File: src/rtl/i2c_tgt_pkg.sv
package i2c_tgt_pkg;
  localparam logic [1:0] REG_OWN  = 2'd0;
  localparam logic [1:0] REG_CTRL = 2'd1;
  localparam logic [1:0] REG_STAT = 2'd2;
  localparam logic [1:0] REG_DATA = 2'd3;

  localparam int ST_ACC = 0;
  localparam int ST_RD  = 1;
  localparam int ST_GC  = 2;
  localparam int ST_TXR = 3;
  localparam int ST_RXR = 4;
  localparam int ST_NAK = 5;

  typedef enum logic [3:0] {
    S_IDLE, S_ADDR, S_ACK_A, S_ACK_B, S_RX, S_TX_LOAD, S_TX, S_TX_ACK, S_TX_ACKF
  } eng_state_e;
endpackage

File: src/rtl/i2c_tgt_filt.sv
module i2c_tgt_filt #(
  parameter int WIDTH    = 2,
  parameter int FILT_LEN = 3
) (
  input  logic             clk_i,
  input  logic             rst_ni,
  input  logic [WIDTH-1:0] din_i,
  output logic [WIDTH-1:0] dout_o
);
  localparam int CW = $clog2(FILT_LEN + 1);

  for (genvar g = 0; g < WIDTH; g++) begin : g_line
    logic [1:0]    sync_q;
    logic [CW-1:0] cnt_q;
    logic          out_q;

    // output follows only after FILT_LEN stable samples
    always_ff @(posedge clk_i or negedge rst_ni) begin
      if (!rst_ni) begin
        sync_q <= 2'b11;
        cnt_q  <= '0;
        out_q  <= 1'b1;
      end else begin
        sync_q <= {sync_q[0], din_i[g]};
        if (sync_q[1] == out_q) begin
          cnt_q <= '0;
        end else if (cnt_q == CW'(FILT_LEN - 1)) begin
          out_q <= sync_q[1];
          cnt_q <= '0;
        end else begin
          cnt_q <= cnt_q + 1'b1;
        end
      end
    end
    assign dout_o[g] = out_q;
  end
endmodule

File: src/rtl/i2c_tgt_engine.sv
module i2c_tgt_engine
  import i2c_tgt_pkg::*;
#(
  parameter int AW = 7,
  parameter int DW = AW + 1
) (
  input  logic          clk_i,
  input  logic          rst_ni,
  input  logic          scl_i,
  input  logic          sda_i,
  input  logic [AW-1:0] own_addr_i,
  input  logic          gc_en_i,
  input  logic          tx_pend_i,
  input  logic [DW-1:0] tx_data_i,
  output logic          sda_oe_o,
  output logic          scl_oe_o,
  output logic          acc_o,
  output logic          rd_o,
  output logic          gc_hit_o,
  output logic          rx_stb_o,
  output logic [DW-1:0] rx_data_o,
  output logic          tx_load_o,
  output logic          tx_done_o,
  output logic          nack_hit_o
);
  localparam int BW = $clog2(DW);

  eng_state_e    state_q;
  logic [BW-1:0] bit_q;
  logic [DW-1:0] sh_q;
  logic          scl_q, sda_q;

  logic scl_rise, scl_fall, start_c, stop_c, last_bit, own_hit, gc_addr;
  logic [DW-1:0] sh_in;

  assign scl_rise = scl_i & ~scl_q;
  assign scl_fall = ~scl_i & scl_q;
  assign start_c  = scl_i & scl_q & sda_q & ~sda_i;
  assign stop_c   = scl_i & scl_q & ~sda_q & sda_i;
  assign sh_in    = {sh_q[DW-2:0], sda_i};
  assign last_bit = (bit_q == BW'(DW - 1));
  assign own_hit  = (sh_in[DW-1:1] == own_addr_i);
  assign gc_addr  = (sh_in[DW-1:1] == '0) & ~sh_in[0] & gc_en_i;

  assign scl_oe_o  = (state_q == S_TX_LOAD) & ~tx_pend_i;
  assign rx_data_o = sh_q;

  always_ff @(posedge clk_i or negedge rst_ni) begin
    if (!rst_ni) begin
      state_q    <= S_IDLE;
      bit_q      <= '0;
      sh_q       <= '0;
      scl_q      <= 1'b1;
      sda_q      <= 1'b1;
      sda_oe_o   <= 1'b0;
      acc_o      <= 1'b0;
      rd_o       <= 1'b0;
      gc_hit_o   <= 1'b0;
      rx_stb_o   <= 1'b0;
      tx_load_o  <= 1'b0;
      tx_done_o  <= 1'b0;
      nack_hit_o <= 1'b0;
    end else begin
      scl_q      <= scl_i;
      sda_q      <= sda_i;
      gc_hit_o   <= 1'b0;
      rx_stb_o   <= 1'b0;
      tx_load_o  <= 1'b0;
      tx_done_o  <= 1'b0;
      nack_hit_o <= 1'b0;
      if (stop_c) begin
        state_q  <= S_IDLE;
        acc_o    <= 1'b0;
        sda_oe_o <= 1'b0;
      end else if (start_c) begin
        // access flag kept until the new address resolves
        state_q  <= S_ADDR;
        bit_q    <= '0;
        sda_oe_o <= 1'b0;
      end else begin
        unique case (state_q)
          S_ADDR: if (scl_rise) begin
            sh_q  <= sh_in;
            bit_q <= bit_q + 1'b1;
            if (last_bit) begin
              bit_q <= '0;
              if (own_hit) begin
                acc_o   <= 1'b1;
                rd_o    <= sh_in[0];
                state_q <= S_ACK_A;
              end else if (gc_addr) begin
                acc_o    <= 1'b0;
                rd_o     <= 1'b0;
                gc_hit_o <= 1'b1;
                state_q  <= S_ACK_A;
              end else begin
                acc_o   <= 1'b0;
                state_q <= S_IDLE;
              end
            end
          end
          S_ACK_A: if (scl_fall) begin
            sda_oe_o <= 1'b1;
            state_q  <= S_ACK_B;
          end
          S_ACK_B: if (scl_fall) begin
            sda_oe_o <= 1'b0;
            bit_q    <= '0;
            state_q  <= rd_o ? S_TX_LOAD : S_RX;
          end
          S_RX: if (scl_rise) begin
            sh_q  <= sh_in;
            bit_q <= bit_q + 1'b1;
            if (last_bit) begin
              bit_q    <= '0;
              rx_stb_o <= 1'b1;
              state_q  <= S_ACK_A;
            end
          end
          S_TX_LOAD: if (tx_pend_i) begin
            sh_q      <= tx_data_i;
            sda_oe_o  <= ~tx_data_i[DW-1];
            bit_q     <= '0;
            tx_load_o <= 1'b1;
            state_q   <= S_TX;
          end
          S_TX: if (scl_fall) begin
            if (last_bit) begin
              sda_oe_o <= 1'b0;
              state_q  <= S_TX_ACK;
            end else begin
              sh_q     <= {sh_q[DW-2:0], 1'b0};
              sda_oe_o <= ~sh_q[DW-2];
              bit_q    <= bit_q + 1'b1;
            end
          end
          S_TX_ACK: if (scl_rise) begin
            tx_done_o <= 1'b1;
            if (sda_i) begin
              nack_hit_o <= 1'b1;
              acc_o      <= 1'b0;
              state_q    <= S_IDLE;
            end else begin
              state_q <= S_TX_ACKF;
            end
          end
          S_TX_ACKF: if (scl_fall) state_q <= S_TX_LOAD;
          default: state_q <= S_IDLE;
        endcase
      end
    end
  end

  AST_STOP_CLR_ACC: assert property (@(posedge clk_i) disable iff (!rst_ni)
    stop_c |=> !acc_o);
  AST_RSTART_KEEP_ACC: assert property (@(posedge clk_i) disable iff (!rst_ni)
    (start_c && !stop_c) |=> (acc_o == $past(acc_o)));
  AST_NACK_RELEASE: assert property (@(posedge clk_i) disable iff (!rst_ni)
    nack_hit_o |-> (!sda_oe_o && !acc_o));
endmodule

File: src/rtl/i2c_tgt_regs.sv
module i2c_tgt_regs
  import i2c_tgt_pkg::*;
#(
  parameter int AW = 7,
  parameter int DW = AW + 1
) (
  input  logic          clk_i,
  input  logic          rst_ni,
  input  logic [1:0]    reg_addr_i,
  input  logic          reg_we_i,
  input  logic          reg_re_i,
  input  logic [DW-1:0] reg_wdata_i,
  input  logic          acc_i,
  input  logic          rd_i,
  input  logic          gc_hit_i,
  input  logic          rx_stb_i,
  input  logic [DW-1:0] rx_data_i,
  input  logic          tx_load_i,
  input  logic          tx_done_i,
  input  logic          nack_hit_i,
  output logic [DW-1:0] reg_rdata_o,
  output logic [AW-1:0] own_addr_o,
  output logic          gc_en_o,
  output logic          tx_pend_o,
  output logic [DW-1:0] tx_data_o,
  output logic          tx_rdy_o
);
  logic [DW-1:0] rhr_q, stat;
  logic          rxr_q, gc_q, nak_q;
  logic          wr_data, rd_stat, rd_data;

  assign wr_data = reg_we_i & (reg_addr_i == REG_DATA);
  assign rd_stat = reg_re_i & (reg_addr_i == REG_STAT);
  assign rd_data = reg_re_i & (reg_addr_i == REG_DATA);

  always_ff @(posedge clk_i or negedge rst_ni) begin
    if (!rst_ni) begin
      own_addr_o <= '0;
      gc_en_o    <= 1'b0;
      tx_data_o  <= '0;
      tx_pend_o  <= 1'b0;
      tx_rdy_o   <= 1'b1;
      rhr_q      <= '0;
      rxr_q      <= 1'b0;
      gc_q       <= 1'b0;
      nak_q      <= 1'b0;
    end else begin
      if (reg_we_i && reg_addr_i == REG_OWN)  own_addr_o <= reg_wdata_i[AW-1:0];
      if (reg_we_i && reg_addr_i == REG_CTRL) gc_en_o    <= reg_wdata_i[0];
      // a software load wins over a same-cycle engine event
      if (wr_data) begin
        tx_data_o <= reg_wdata_i;
        tx_pend_o <= 1'b1;
        tx_rdy_o  <= 1'b0;
      end else begin
        if (tx_load_i) tx_pend_o <= 1'b0;
        if (tx_done_i) tx_rdy_o  <= 1'b1;
      end
      if (rx_stb_i) begin
        rhr_q <= rx_data_i;
        rxr_q <= 1'b1;
      end else if (rd_data) begin
        rxr_q <= 1'b0;
      end
      if (gc_hit_i)     gc_q <= 1'b1;
      else if (rd_stat) gc_q <= 1'b0;
      if (nack_hit_i)   nak_q <= 1'b1;
      else if (rd_stat) nak_q <= 1'b0;
    end
  end

  always_comb begin
    stat         = '0;
    stat[ST_ACC] = acc_i;
    stat[ST_RD]  = rd_i;
    stat[ST_GC]  = gc_q;
    stat[ST_TXR] = tx_rdy_o;
    stat[ST_RXR] = rxr_q;
    stat[ST_NAK] = nak_q;
    unique case (reg_addr_i)
      REG_OWN:  reg_rdata_o = {{(DW-AW){1'b0}}, own_addr_o};
      REG_CTRL: reg_rdata_o = {{(DW-1){1'b0}}, gc_en_o};
      REG_STAT: reg_rdata_o = stat;
      default:  reg_rdata_o = rhr_q;
    endcase
  end

  AST_TXRDY_DROP: assert property (@(posedge clk_i) disable iff (!rst_ni)
    wr_data |=> !tx_rdy_o);
  AST_TXRDY_RISE: assert property (@(posedge clk_i) disable iff (!rst_ni)
    $rose(tx_rdy_o) |-> $past(tx_done_i));
  AST_GC_CLR: assert property (@(posedge clk_i) disable iff (!rst_ni)
    (rd_stat && !gc_hit_i) |=> !gc_q);
  AST_NACK_CLR: assert property (@(posedge clk_i) disable iff (!rst_ni)
    (rd_stat && !nack_hit_i) |=> !nak_q);
  AST_RXRDY_CLR: assert property (@(posedge clk_i) disable iff (!rst_ni)
    (rd_data && !rx_stb_i) |=> !rxr_q);
endmodule

File: src/rtl/i2c_target_stat.sv
module i2c_target_stat #(
  parameter int ADDR_W   = 7,
  parameter int FILT_LEN = 3
) (
  input  logic              clk_i,
  input  logic              rst_ni,
  input  logic              scl_i,
  input  logic              sda_i,
  output logic              scl_oe_o,
  output logic              sda_oe_o,
  input  logic [1:0]        reg_addr_i,
  input  logic              reg_we_i,
  input  logic              reg_re_i,
  input  logic [ADDR_W:0]   reg_wdata_i,
  output logic [ADDR_W:0]   reg_rdata_o
);
  localparam int DW = ADDR_W + 1;

  logic [1:0]        line_f;
  logic [ADDR_W-1:0] own_addr;
  logic [DW-1:0]     tx_data, rx_data;
  logic gc_en, tx_pend, tx_rdy, acc, rd, gc_hit, rx_stb, tx_load, tx_done, nack_hit;

  i2c_tgt_filt #(.WIDTH(2), .FILT_LEN(FILT_LEN)) u_filt (
    .clk_i (clk_i),
    .rst_ni(rst_ni),
    .din_i ({scl_i, sda_i}),
    .dout_o(line_f)
  );

  i2c_tgt_engine #(.AW(ADDR_W), .DW(DW)) u_eng (
    .clk_i     (clk_i),
    .rst_ni    (rst_ni),
    .scl_i     (line_f[1]),
    .sda_i     (line_f[0]),
    .own_addr_i(own_addr),
    .gc_en_i   (gc_en),
    .tx_pend_i (tx_pend),
    .tx_data_i (tx_data),
    .sda_oe_o  (sda_oe_o),
    .scl_oe_o  (scl_oe_o),
    .acc_o     (acc),
    .rd_o      (rd),
    .gc_hit_o  (gc_hit),
    .rx_stb_o  (rx_stb),
    .rx_data_o (rx_data),
    .tx_load_o (tx_load),
    .tx_done_o (tx_done),
    .nack_hit_o(nack_hit)
  );

  i2c_tgt_regs #(.AW(ADDR_W), .DW(DW)) u_regs (
    .clk_i      (clk_i),
    .rst_ni     (rst_ni),
    .reg_addr_i (reg_addr_i),
    .reg_we_i   (reg_we_i),
    .reg_re_i   (reg_re_i),
    .reg_wdata_i(reg_wdata_i),
    .acc_i      (acc),
    .rd_i       (rd),
    .gc_hit_i   (gc_hit),
    .rx_stb_i   (rx_stb),
    .rx_data_i  (rx_data),
    .tx_load_i  (tx_load),
    .tx_done_i  (tx_done),
    .nack_hit_i (nack_hit),
    .reg_rdata_o(reg_rdata_o),
    .own_addr_o (own_addr),
    .gc_en_o    (gc_en),
    .tx_pend_o  (tx_pend),
    .tx_data_o  (tx_data),
    .tx_rdy_o   (tx_rdy)
  );

  AST_HOLD_ONLY_EMPTY: assert property (@(posedge clk_i) disable iff (!rst_ni)
    scl_oe_o |-> tx_rdy);
endmodule

File: config.mk
export PLATFORM = sky130hd
export DESIGN_NAME = i2c_target_stat
export DESIGN_NICKNAME = d
export VERILOG_FILES = /design/src/rtl/i2c_tgt_pkg.sv /design/src/rtl/i2c_tgt_filt.sv /design/src/rtl/i2c_tgt_engine.sv /design/src/rtl/i2c_tgt_regs.sv /design/src/rtl/i2c_target_stat.sv
export SDC_FILE = /design/constraint.sdc
export NUM_CORES = 1
export LEC_CHECK = 0
export BUFFER_PORTS_ARGS = -buffer_cell sky130_fd_sc_hd__buf_2
export CAP_MARGIN = 20
export CORE_ASPECT_RATIO = 1.75
export CORE_MARGIN = 5
export CORE_UTILIZATION = 55
export CTS_CLUSTER_DIAMETER = 30
export CTS_CLUSTER_SIZE = 40
export DETAILED_ROUTE_END_ITERATION = 8
export PLACE_DENSITY = 0.77
export SETUP_SLACK_MARGIN = 0.2
export SLEW_MARGIN = 20
export SYNTH_ARGS = -nofsm -noshare
export SYNTH_HDL_FRONTEND = slang
export SYNTH_HIERARCHICAL = 1
export SYNTH_SLANG_ARGS = --single-unit
File: constraint.sdc
create_clock -name clk_i -period 2.87 [get_ports clk_i]
set_clock_uncertainty 0.1 [all_clocks]
set_input_delay 0.4305 -clock clk_i [delete_from_list [all_inputs] [get_ports clk_i]]
set_output_delay 0.4305 -clock clk_i [all_outputs]
set_load 0.01 [all_outputs]
# Word level (Yosys, flattened, before mapping)
# Index checks and enable logic that the tools add are counted.
[word_totals] reg_bits=64 input_bits=16 wordCells=208
[op_classes] add_sub_neg=3 eq_ne=42 n_mux=88 bitwise_logic=24 n_reduce_logical=23
[op_table] cell="2-to-1 mux 4 bit" n=15
[op_table] cell="2-to-1 mux 1 bit" n=51
[op_table] cell="case mux 8 bit (3 select lines)" n=2
[op_table] cell="inequality test 4 x 1 -> 1 bit, second input constant" n=11
[op_table] cell="2-to-1 mux 8 bit" n=4
[op_table] cell="case mux 4 bit (8 select lines)" n=1
[op_table] cell="2-to-1 mux 3 bit" n=7
[op_table] cell="inequality test 3 x 1 -> 1 bit, second input constant" n=7
[op_table] cell="equality test 4 x 3 -> 1 bit, second input constant" n=4
[op_table] cell="AND reduction 7 bit" n=2
[op_table] cell="AND 1 bit" n=13
[op_table] cell="case mux 3 bit (4 select lines)" n=1
[op_table] cell="AND reduction 6 bit" n=2
[op_table] cell="nonzero test 2 bit" n=6
[op_table] cell="NOT 1 bit" n=11
[op_table] cell="AND reduction 11 bit" n=1
[op_table] cell="2-to-1 mux 2 bit" n=5
[op_table] cell="equality test 2 bit, second input constant" n=4
[op_table] cell="equality test 4 x 2 -> 1 bit, second input constant" n=2
[op_table] cell="equality test 7 bit" n=1
[op_table] cell="logical NOT 7 bit" n=1
[op_table] cell="inequality test 2 x 1 -> 1 bit, second input constant" n=3
[op_table] cell="inequality test 3 x 2 -> 1 bit, second input constant" n=2
[op_table] cell="nonzero test 3 bit" n=2
[op_table] cell="other kinds (17)" n=22

# Logic depth before layout (Yosys ltp)
# Gate-level depths: netlist of the first run.
[logic_depth] depth_word=10 ltp_mapped=8 depth_no_buf=8

# By module
# Netlist of the first run, hierarchy kept.
[modules_own_cells] module="i2c_tgt_engine" n_inst=1 cells_each=179 area_per_inst_um2=1681.6 seq_area_each_um2=628.1
[modules_own_cells] module="i2c_tgt_regs" n_inst=1 cells_each=83 area_per_inst_um2=1278.7 seq_area_each_um2=726.9
[modules_own_cells] module="i2c_tgt_filt" n_inst=1 cells_each=22 area_per_inst_um2=372.9 seq_area_each_um2=257.7

# Least setup slack after synthesis of the first run
# No wires, ideal clock.
[synth_path] path_type="reg2reg" start="register u_eng.bit_q[0]" end="register u_eng.bit_q[0]" setup_time_ns=0.125 arrival_time_ns=1.964 slack_ns=0.681 stages_incl_launch_ff=8 n_path_buf=0 period_less_slack_ns=2.189 path_cell_list="dfrtp_1 > ha_1 > ha_1 > or3b_1 > o211a_2 > o41ai_2 > o21ai_1 > mux2_4"
[synth_via] elab_chain_cells=5
[synth_rtl] item="start, declared" line="i2c_tgt_engine.sv:29" source="logic [BW-1:0] bit_q;"
[synth_rtl] item="start signal, assigned" line="i2c_tgt_engine.sv:84" source="bit_q <= bit_q + 1'b1;"
[synth_rtl] item="start signal, assigned" line="i2c_tgt_engine.sv:113" source="bit_q <= bit_q + 1'b1;"
[synth_rtl] item="start signal, assigned" line="i2c_tgt_engine.sv:134" source="bit_q <= bit_q + 1'b1;"
[synth_rtl] item="adder 3 x 1 -> 3 bit / equality test 3 bit (equally long branches)"
[synth_rtl] item="2-to-1 mux 3 bit (on tied branches)" line="i2c_tgt_engine.sv:128, i2c_tgt_engine.sv:85, i2c_tgt_engine.sv:114"
[synth_rtl] item="2-to-1 mux 3 bit (on tied branches)" line="i2c_tgt_engine.sv:127, i2c_tgt_engine.sv:82"
[synth_rtl] item="case mux 3 bit (4 select lines)" line="i2c_tgt_engine.sv:81" source="unique case (state_q)"
[synth_rtl] item="2-to-1 mux 3 bit" line="i2c_tgt_engine.sv:75" source="end else if (start_c) begin"
# Parallel ways exist; a longest one is shown, timed or not. The select of a mux whose other input is x is not followed.
# A chain may end at the register's enable or synchronous reset.

# Worst setup path in the final report of the first run
[layout_path] start="register u_eng.state_q[2]" end="output port scl_oe_o"
[layout_via] elab_chain_cells=2
[layout_rtl] item="start, declared" line="i2c_tgt_engine.sv:28" source="eng_state_e state_q;"
[layout_rtl] item="start signal, assigned" line="i2c_tgt_engine.sv:109" source="state_q <= rd_o ? S_TX_LOAD : S_RX;"
[layout_rtl] item="equality test 4 x 3 -> 1 bit" line="i2c_tgt_engine.sv:45" source="assign scl_oe_o = (state_q == S_TX_LOAD) & ~tx_pend_i;"
[layout_rtl] item="AND 1 bit" line="i2c_tgt_engine.sv:45"
[layout_rtl] item="end, declared" line="i2c_target_stat.sv:9" source="output logic scl_oe_o,"
# Every way passes these cells.

==> results of run 1 <==
==> worst min path at each step <==
stage	start	end	slack [ns]	cells past startpoint
3_5_place_dp	u_filt/g_line[1].sync_q[0]	u_filt/g_line[1].sync_q[1]	0.25	0
2_1_floorplan	rst_ni	u_eng/acc_o	0.03	0
6_report	sda_i	u_filt/g_line[0].sync_q[0]	0.08	1
5_1_grt	sda_i	u_filt/g_line[0].sync_q[0]	0.06	1
4_1_cts	sda_i	u_filt/g_line[0].sync_q[0]	0.06	1
3_3_place_gp	u_filt/g_line[1].sync_q[0]	u_filt/g_line[1].sync_q[1]	0.25	0
==> power by group through the flow <==
stage | sequential, uW | combinational, uW | clock, uW
detailed placement | 1480 | 1590 | 0
finish | 1460 | 1610 | 777
floorplan | 1340 | 1380 | 0
CTS | 1460 | 1600 | 800
global route | 1490 | 1760 | 847
global placement | 1470 | 1540 | 0
==> cells by family after synthesis <==
group	count (synthesis)	share of synthesized area, %
multiplexers	51	18.3
XOR/XNOR	10	2.63
adder cells (fa/ha/maj)	3	1.05
AND/OR/NAND/NOR	86	15.1
buffers and inverters	19	3.68
AO/OA/AOI/OAI	51	10.8
flip-flops	64	48.4
==> registers in the layout, indices dropped and copies added, names as in the netlist, 2 cells and up <==
register / count
u_eng/state_q: 4
u_regs/rhr_q: 8
u_eng/bit_q: 3
u_regs/tx_data_o: 8
u_filt/g_line.cnt_q: 4
u_filt/g_line.out_q: 2
u_regs/own_addr_o: 7
u_filt/g_line.sync_q: 4
u_eng/rx_data_o: 8
==> stage by stage <==
stage               utilization [%]  instances  power [uW]
global placement               59.6        379        3010
detailed placement             59.6        379        3070
global route                   63.2        396        4100
finish                         63.2        396        3850
CTS                            63.2        396        3860
floorplan                         -        284        2720
==> critical path: cells and delay by family, from the launching register on <==
kind | cells | cell delay [ns]
and+or+nand+nor | 3 | 0.83
DFF | 1 | 0.54
buffers and inverters | 1 | 0.13
==> placed cells by master, fill, tap and decap left out, types with 3 or more instances in the layout <==
cell      netlist  routed
mux2i_1         5       5
buf_2           5      25
nor3b_1         9       9
nand2_1        15      15
dfstp_2         9       9
inv_1           3       3
xor2_1          4       4
dfrtp_1        55      55
xnor2_1         6       6
nand3_1         3       3
o21ai_0        12      12
a22o_1          7       7
a21oi_1        10      10
and3_1          3       3
mux2_2         37      37
mux2_4          8       8
nor3_1          6       6
clkbuf_8        0       9
nor2b_1         6       6
nor4_1          3       3
a21o_1          4       4
buf_4           4       8
nand2b_1        5       5
nor2_1         18      18
==> routing by layer <==
layer  track usage [%]  up-vias  share of wire (%)
met3              3.97       37                4.4
li1                  -     1082                  -
met4              17.2        0                7.2
met2              32.0       84                 53
met1              21.5     1132                 36
met5                 0        -                  0
==> cell type report <==
type                    instances  area share [%]
flip-flops and latches         64            43.4
multi-input cells             201            43.0
repair buffers                 34            5.25
clock buffers                   9            3.33
well taps                      78            2.63
clock inverters                 7            2.09
inverters                       3           0.303
==> repair_timing <==
item / 4_1_cts / 5_1_grt
buffers inserted: 0 / 0
resized for setup: 0 / 1
endpoints found under the setup margin: 0 / 1
endpoints found under the hold margin: 19 / 0
hold buffers: 1 / 0
==> metrics, run 1 <==
slowest CP cell dfrtp_1; ys flop type dfrtp_1; number of CTS-inserted buffers 9; Die W between 60 and 70 um; setup TNS 0 ns; die area around 7800 um2; Fmax ~420 MHz; Crit Path Max Fanout 12; #FFs+latches synth 64; Max Slew Vio Count 0; cell taking the most area after synthesis dfrtp_1; Skew-Pair Late Insertion Delay around 0.35 ns; Clock transition at path regs roughly 0.070 ns; layout filler cell count a little under 500; EDFF count, synth 0; Clk network pwr share 20.2%; CTS tree yes; VDD IR max just over 0.0006 V; DP Worst Slack 0.561 ns; worst-path cell chain nor2b_1 > and2_2 > nor2b_1 > buf_2; Reg2Reg Depth 7; Detail Placement HPWL about 5.2 mm; layout cells sized above 1 36.2%; status finished, final reports clean; TritonCTS Sinks 64; post-route ant nets 0; Seq pwr share between 30 and 40%; Row Count 37; WHS about 0.08 ns; Die Span Y ~110 um; cells after synthesis roughly 280; fraction of registers with async set/reset 100%; most common cell in the netlist dfrtp_1; Int Power roughly 2400 uW; Critical Path Start Type register; CP Data Required Time about 2.3 ns; Post-Syn Area 3330 um2; largest cells by area after synthesis dfrtp_1 41%, mux2_2 12%, dfstp_2 7.1%; Ant. Diodes 0; dpl cell area roughly 3500 um2; fin crit share just over 80%; Yosys top cell area share 41.3%; final non-filler cell area about 3700 um2; register area share after synthesis 48.4%; CP endpoint kind output pin; Worst Hold Class input pin to register; Tightest Pin Transition between 0.5 and 0.6 ns; CP arrival about 1.8 ns; drt total wl 7.04 mm; area of the multi-input gates approximately 1600 um2; Comb power frac a little over two fifths; max cap viols 0; routability cong. about 0.9; final hold violations 0; via count 2335; largest net degree at the start of global routing 43; GRT Total Usage about a fifth; Post-synth top cells 55 x dfrtp_1, 37 x mux2_2, 18 x nor2_1; global-route wire length before repair about 11 mm; syn avg cell area 11.7 um2; reg2reg start u_eng/bit_q[0]; syn_nets about 300; Core ar. 5880 um2; number of I/O port buffers 25; most used cell, CP nor2b_1; Netlist cell types between 50 and 60; Setup WS post-layout just under 0.5 ns; Max Root-Sink Buffers 2; initial DRC count approximately 140; GRT Residual Overflow 0; num ports 26; leak pwr roughly 0.0017 uW; Root Buffer clkbuf_8; post-synthesis to final-layout area growth 11.5%; Switch Pwr approximately 1500 uW; crit path capture scl_oe_o; Relative slew margins 64.7%; Vias per Instance a little under 6; reg-to-reg slack, setup 0.54 ns; RSZ-0062 raised after global routing no; number of global-route vias before repair about 2300; WS Path Type register to output pin; fin nets between 300 and 400; Pre-Repair DR Iteration Count 4; reg-to-reg endpoint u_eng/bit_q[0]; H-tree depth 3; Switching Share a little under two fifths; Ys Warns 6; Power Dens Cells 1040 nW/um2; Tmin final 2.38 ns; initial antenna violation count 0; Seq. cell area between 1500 and 2000 um2; crit-path max cell delay ~0.54 ns; Residual DRC 0; CP Launch Point u_eng/state_q[2]; wire per inst 17.8 um; Initial Util 56.7%; final setup violation count 0
(Power assumes the default switching activity.)
==> inputs of run 2 (changes only) <==
- clock period: 2.87 -> 2.25 ns (I/O delays scaled with it)
==> run 2 against run 1 <==
Routed wire length increased by 9.1%. Highest routed layer unchanged. Total power is 41% higher. Critical path type is now register to register. Largest power group unchanged. Global-route usage is 1.5 points higher. Cell area up 7.3%. Register-to-register slack worse by 0.43 ns. Final cell count increased by 5.8%. Worst setup slack got worse by 0.39 ns.
==> metrics, run 2 (synthesis results as in run 1) <==
status finished, final reports clean; Max Slew Vio Count 0 (unchanged); CP top delay family compound AO/OA/AOI/OAI gates; Clock transition at path regs 0.07 ns (about the same); CP arrival 2.27 ns (+0.43 ns); Residual DRC 0 (unchanged); Root Buffer clkbuf_8; Fmax roughly 470 MHz; layout filler cell count 480 (-1.6%); Vias per Instance 5.85 (-0.79%); final hold violations 0 (unchanged); critical path buffer and inverter count 0 (-1); Pre-Repair DR Iteration Count 4 (unchanged); CP endpoint kind register; Core ar. 5880 um2 (unchanged); drt total wl 7.68 mm (+9.1%); Die Span Y 113 um (unchanged); DR WL met3 293 um (-4.9%); number of CTS-inserted buffers 9 (unchanged); Power Total 5430 uW (+41%); area of the multi-input gates 1670 um2 (+4.2%); DR top layer met4; Skew-Pair Late Insertion Delay 0.35 ns (about the same); Critical Path Start Type register; Seq. cell area 1620 um2 (+0.16%); GRT Total Usage 21.6% (+1.5 points); Die W 68.8 um (unchanged); reg-to-reg endpoint u_eng/bit_q[0]; worst-path cell chain ha_2 > ha_4 > or3b_4 > o211a_4 > o41ai_2 > o21ai_1 > mux2_4; fin nets 354 (+6.9%); Tmin final 2.14 ns; crit-path max cell delay 0.39 ns (-0.15 ns); initial DRC count 143 (+5.9%); Crit Path Max Fanout 5 (-7); Hold Path End u_regs/tx_data_o[7]; CP Data Required Time 2.38 ns (+0.04 ns); Relative slew margins 66.2% (+1.5 points); Reg2Reg Depth 7 (unchanged); reg2reg start u_eng/bit_q[1]; global-route wire length before repair 12.0 mm (+6.4%); Detail Placement HPWL 5.51 mm (+5.8%); reg-to-reg slack, setup 0.11 ns (-0.43 ns); most frequent cells in the layout 53 x dfrtp_1, 37 x mux2_2, 27 x buf_4; final setup violation count 0 (unchanged); slowest CP cell dfrtp_1; CTS tree yes; Row Count 37 (unchanged); routed length on met2 4.22 mm (+14%); Power Dens Cells 1360 nW/um2 (+32%); number of global-route vias before repair 2407 (+3.8%); wire per inst 18.3 um (+3.1%); post-synthesis to final-layout area growth 19.6%; commonest non-fill, non-tap cell in the layout dfrtp_1; fin crit share between 90% and 100%; Ant. Diodes 0 (unchanged); Initial Util 56.7% (unchanged); TritonCTS Sinks 64 (unchanged); Tightest Pin Transition 0.507 ns (-0.0223 ns); WS Path Type register to register; Worst Hold Class input pin to register; die area 7780 um2 (unchanged); routability cong. 0.930 (+2.4%); setup TNS 0 ns (unchanged); number of I/O port buffers 25 (unchanged); initial antenna violation count 0 (unchanged); post-route ant nets 0 (unchanged); H-tree depth 3 (unchanged); GRT Residual Overflow 0 (unchanged); hold_sp reg_wdata_i[7]; hold path depth 2 (+1); M1 wire length 2.79 mm (+11%); Max Root-Sink Buffers 2 (unchanged); RSZ-0062 raised after global routing yes; max cap viols 0 (unchanged); VDD IR max 0.000845 V (+38%); num ports 26 (unchanged); largest net degree at the start of global routing 44 (+2.3%); layout cells sized above 1 43.7% (+7.5 points); leak pwr 0.00181 uW (+7.4%); via count 2451 (+5.0%)
==> run 2: per-layer routing <==
| metal | up-vias | global-route usage (%) |
|---|---|---|
| li1 | 1131 | - |
| met1 | 1208 | 21.8 |
| met2 | 83 | 37.4 |
| met3 | 29 | 5.06 |
| met4 | 0 | 14.2 |
| met5 | - | 0 |
==> run 2: through the flow <==
stage                     hold WS, ns  worst slack [ns]  utilization (%)  cells  area [um2]
after CTS                       0.109             0.122             66.3    411        3900
final                           0.131             0.108             67.8    419        3990
after floorplan               -0.0581             0.196                -    284        3350
after detailed placement        0.234            0.0999             61.4    389        3610
after global routing            0.117            0.0671             67.8    419        3990
after global placement          0.224             0.115             61.4    389        3610
==> run 2: worst max-delay path by stage <==
stage | from | to | slack [ns] | depth (start not counted)
after global placement | u_eng/bit_q[0] | u_eng/bit_q[0] | 0.11 | 7
after CTS | u_eng/state_q[0] | scl_oe_o | 0.12 | 5
after detailed placement | u_eng/bit_q[0] | u_eng/bit_q[0] | 0.1 | 7
after floorplan | u_eng/bit_q[0] | u_eng/bit_q[0] | 0.20 | 7
final | u_eng/bit_q[1] | u_eng/bit_q[0] | 0.11 | 7
after global routing | u_eng/bit_q[1] | u_eng/state_q[0] | 0.07 | 8
==> run 2: repair_timing <==
item                       in CTS  in global routing
setup endpoints to repair      14                 14
buffers inserted                3                  8
cloned                          0                  0
gates resized for setup         6                 11
hold endpoints to repair       18                  0
pin swaps                       4                  3
hold buffers                    3                  0
==> run 2: report_power, final <==
group          total, uW  leakage (uW)  switching [uW]  internal (uW)
Clock               1030     0.0000948             454            572
Sequential          1840      0.000796             348           1490
Combinational       2570      0.000922            1230           1340
Total               5430       0.00181            2030           3400
==> run 2: layout make-up <==
type | instances | share of cell area [%]
Multi-Input combinational cell | 201 | 41.8
Sequential cell | 64 | 40.5
Timing Repair Buffer | 57 | 9.76
Clock buffer | 12 | 3.89
Tap cell | 78 | 2.45
Clock inverter | 4 | 1.32
Inverter | 3 | 0.282
==> inputs of run 3 (changes only) <==
- ABC_AREA: unset -> 1
==> run 3 against run 2 <==
Cell area shrank 3.5%. Combinational power shrank 61%. Count of clock-buffer cells in the layout grew 1. First-iteration DRC count grew 10%.
==> metrics, run 3 <==
WP depth 10 (+3); status finished, final reports clean; num ports 26 (unchanged); post-route ant nets 0 (unchanged); Root Buffer clkbuf_8; largest net degree at the start of global routing 25 (-43%); largest cells by area after synthesis dfrtp_1 40%, nand2_1 17%, inv_1 7.2%; Post-Syn Area 3410 um2 (+2.2%); hold path depth 3 (+1); Crit Path Max Fanout 13 (+8); Max Slew Vio Count 0 (unchanged); Reg2Reg Depth 10 (+3); most frequent cells in the layout 158 x nand2_1, 65 x inv_1, 55 x dfrtp_1; Tmin final 1.93 ns (-0.210 ns); Max Root-Sink Buffers 2 (unchanged); RSZ-0062 raised after global routing no; crit-path max cell delay 0.42 ns (+0.03 ns); CP Data Required Time 2.42 ns (+0.04 ns); Non-Filler Instances 568 (+36%); VDD IR max 0.000584 V (-31%); commonest non-fill, non-tap cell in the layout nand2_1; Post-synth top cells 158 x nand2_1, 65 x inv_1, 55 x dfrtp_1; Relative slew margins 65.1% (-1.1 points); final non-filler cell area 3850 um2 (-3.5%); Die Span Y 114 um (+1.0%); Worst Hold Class input pin to register; number of I/O port buffers 25 (unchanged); most common cell in the netlist nand2_1; GRT Residual Overflow 0 (unchanged); Residual DRC 0 (unchanged); final setup violation count 0 (unchanged); die area 7930 um2 (+2.0%); Util after Layout 62.7% (-5.1 points); CP top delay family simple AND/OR/NAND/NOR gates; Netlist cell types 32 (-42%); Row Count 38 (+2.7%); Skew-Pair Late Insertion Delay 0.34 ns (about the same); Power Total 3620 uW (-33%); H-tree depth 3 (unchanged); post-synthesis to final-layout area growth 12.9%; CP arrival 2.10 ns (-0.17 ns); number of global-route vias before repair 2880 (+20%); #FFs+latches synth 64 (unchanged); initial antenna violation count 0 (unchanged); WS Path Type register to register; Ant. Diodes 0 (unchanged); drt total wl 7.90 mm (+2.9%); Clock transition at path regs 0.06 ns (about the same); ys flop type dfrtp_1; CP endpoint kind register; Fmax 518 MHz (+11%); Yosys top cell area share 40.4% (-0.89 points); via count 2916 (+19%); Core ar. 6130 um2 (+4.3%); fraction of registers with async set/reset 100% (unchanged); initial DRC count 158 (+10%); Initial Util 55.5% (-1.1 points); wire per inst 13.9 um (-24%); max cap viols 0 (unchanged); register area share after synthesis 47.3% (-1.0 points); layout filler cell count 558 (+16%); CTS tree yes; Vias per Instance 5.13 (-12%); Detail Placement HPWL 6.08 mm (+10%); Pre-Repair DR Iteration Count 4 (unchanged); Power Dens Cells 941 nW/um2 (-31%); Ys Warns 6 (unchanged); syn_nets 465 (+54%); EDFF count, synth 0 (unchanged); syn avg cell area 7.62 um2 (-35%); layout cells sized above 1 17.2% (-26 points); critical path buffer and inverter count 2 (+2); leak pwr 0.00208 uW (+15%); number of CTS-inserted buffers 9 (unchanged); final hold violations 0 (unchanged); fin crit share 85.8% (-9.3 points); slowest CP cell dfrtp_1; routability cong. 0.961 (+3.3%); Die W 69.5 um (+0.94%); global-route wire length before repair 13.2 mm (+9.9%); cells after synthesis 447 (+57%); setup TNS 0 ns (unchanged); worst-path cell chain inv_2 > nor2_4 > nand2_2 > buf_4 > or2_2 > o21ai_0 > nor2_1 > nand2_1 > nand2_1 > nor2_1; dpl cell area 3580 um2 (-0.83%); Critical Path Start Type register; cell taking the most area after synthesis dfrtp_1; Tightest Pin Transition 0.523 ns (+0.0169 ns); TritonCTS Sinks 64 (unchanged); DP Cell Count 547 (+41%); GRT Total Usage 21.6% (+0.045 points); fin nets 501 (+42%)
run 3: cell types whose count changed in the layout (fill, tap and decap cells not counted), sizes merged, moves of 20 or more:
| cell | previous run | this run |
|---|---|---|
| nand2 | 15 | 164 |
| mux2 | 45 | 0 |
| buf | 54 | 31 |
| o21ai | 14 | 45 |
| inv | 3 | 70 |
| nor2 | 18 | 38 |
| nand3 | 4 | 25 |
run 3: per-stage QoR:
stage | setup slack, ns | hold slack (ns)
3_3_place_gp | 0.377 | 0.233
6_report | 0.318 | 0.136
2_1_floorplan | 0.451 | -0.0581
3_5_place_dp | 0.304 | 0.247
5_1_grt | 0.210 | 0.115
4_1_cts | 0.272 | 0.121
run 3: metal layers:
layer  track usage (%)  vias up  wire, um
met5                 0        -         0
met2              39.3       83      4250
met3              5.62       38       313
met4              15.3        0       471
li1                  -     1465         -
met1              20.8     1330      2870
run 3: report_power, final:
group	internal (uW)	switching, uW
registers	1360	197
clock network	654	410
logic	334	665
total	2350	1270
run 3: kinds of logic after synthesis:
group / count (synthesis) / share of synthesized area, %
AND/OR/NAND/NOR: 242 / 30.7
buffers and inverters: 79 / 10.1
flip-flops: 64 / 47.3
AO/OA/AOI/OAI: 59 / 10.9
adder cells (fa/ha/maj): 2 / 0.734
XOR/XNOR: 1 / 0.257
run 3: worst paths after layout:
check,from,end,slack (ns)
setup / recovery,u_eng/state_q[2],u_eng/sda_oe_o,0.32
min in group asynchronous,rst_ni,u_regs/own_addr_o[3],0.40
hold reg to reg,u_filt/g_line[0].sync_q[0],u_filt/g_line[0].sync_q[1],0.26
max in group asynchronous,rst_ni,u_regs/tx_rdy_o,0.92
hold / removal,reg_wdata_i[7],u_regs/tx_data_o[7],0.14
setup reg to reg,u_eng/state_q[2],u_eng/sda_oe_o,0.32
run 3: tightest hold or removal path, stage by stage:
cell	delay, ns
buf_2	0.09
inv_1	0.04
o21ai_1	0.06
run 3: cell type report:
cell class / instances / area [um2] / area share (%)
clock inverters: 3 / 65.1 / 1.69
inverters: 70 / 263 / 6.83
repair buffers: 34 / 200 / 5.20
well taps: 80 / 100 / 2.60
flip-flops and latches: 64 / 1610 / 41.9
multi-input cells: 304 / 1460 / 37.9
clock buffers: 13 / 149 / 3.87
run 3: repair_timing:
item                                    CTS  global route
setup buffers                             0             2
hold buffers                              3             0
gates resized for setup                   0             1
endpoints found under the hold margin    20             0
endpoints found under the setup margin    0             7
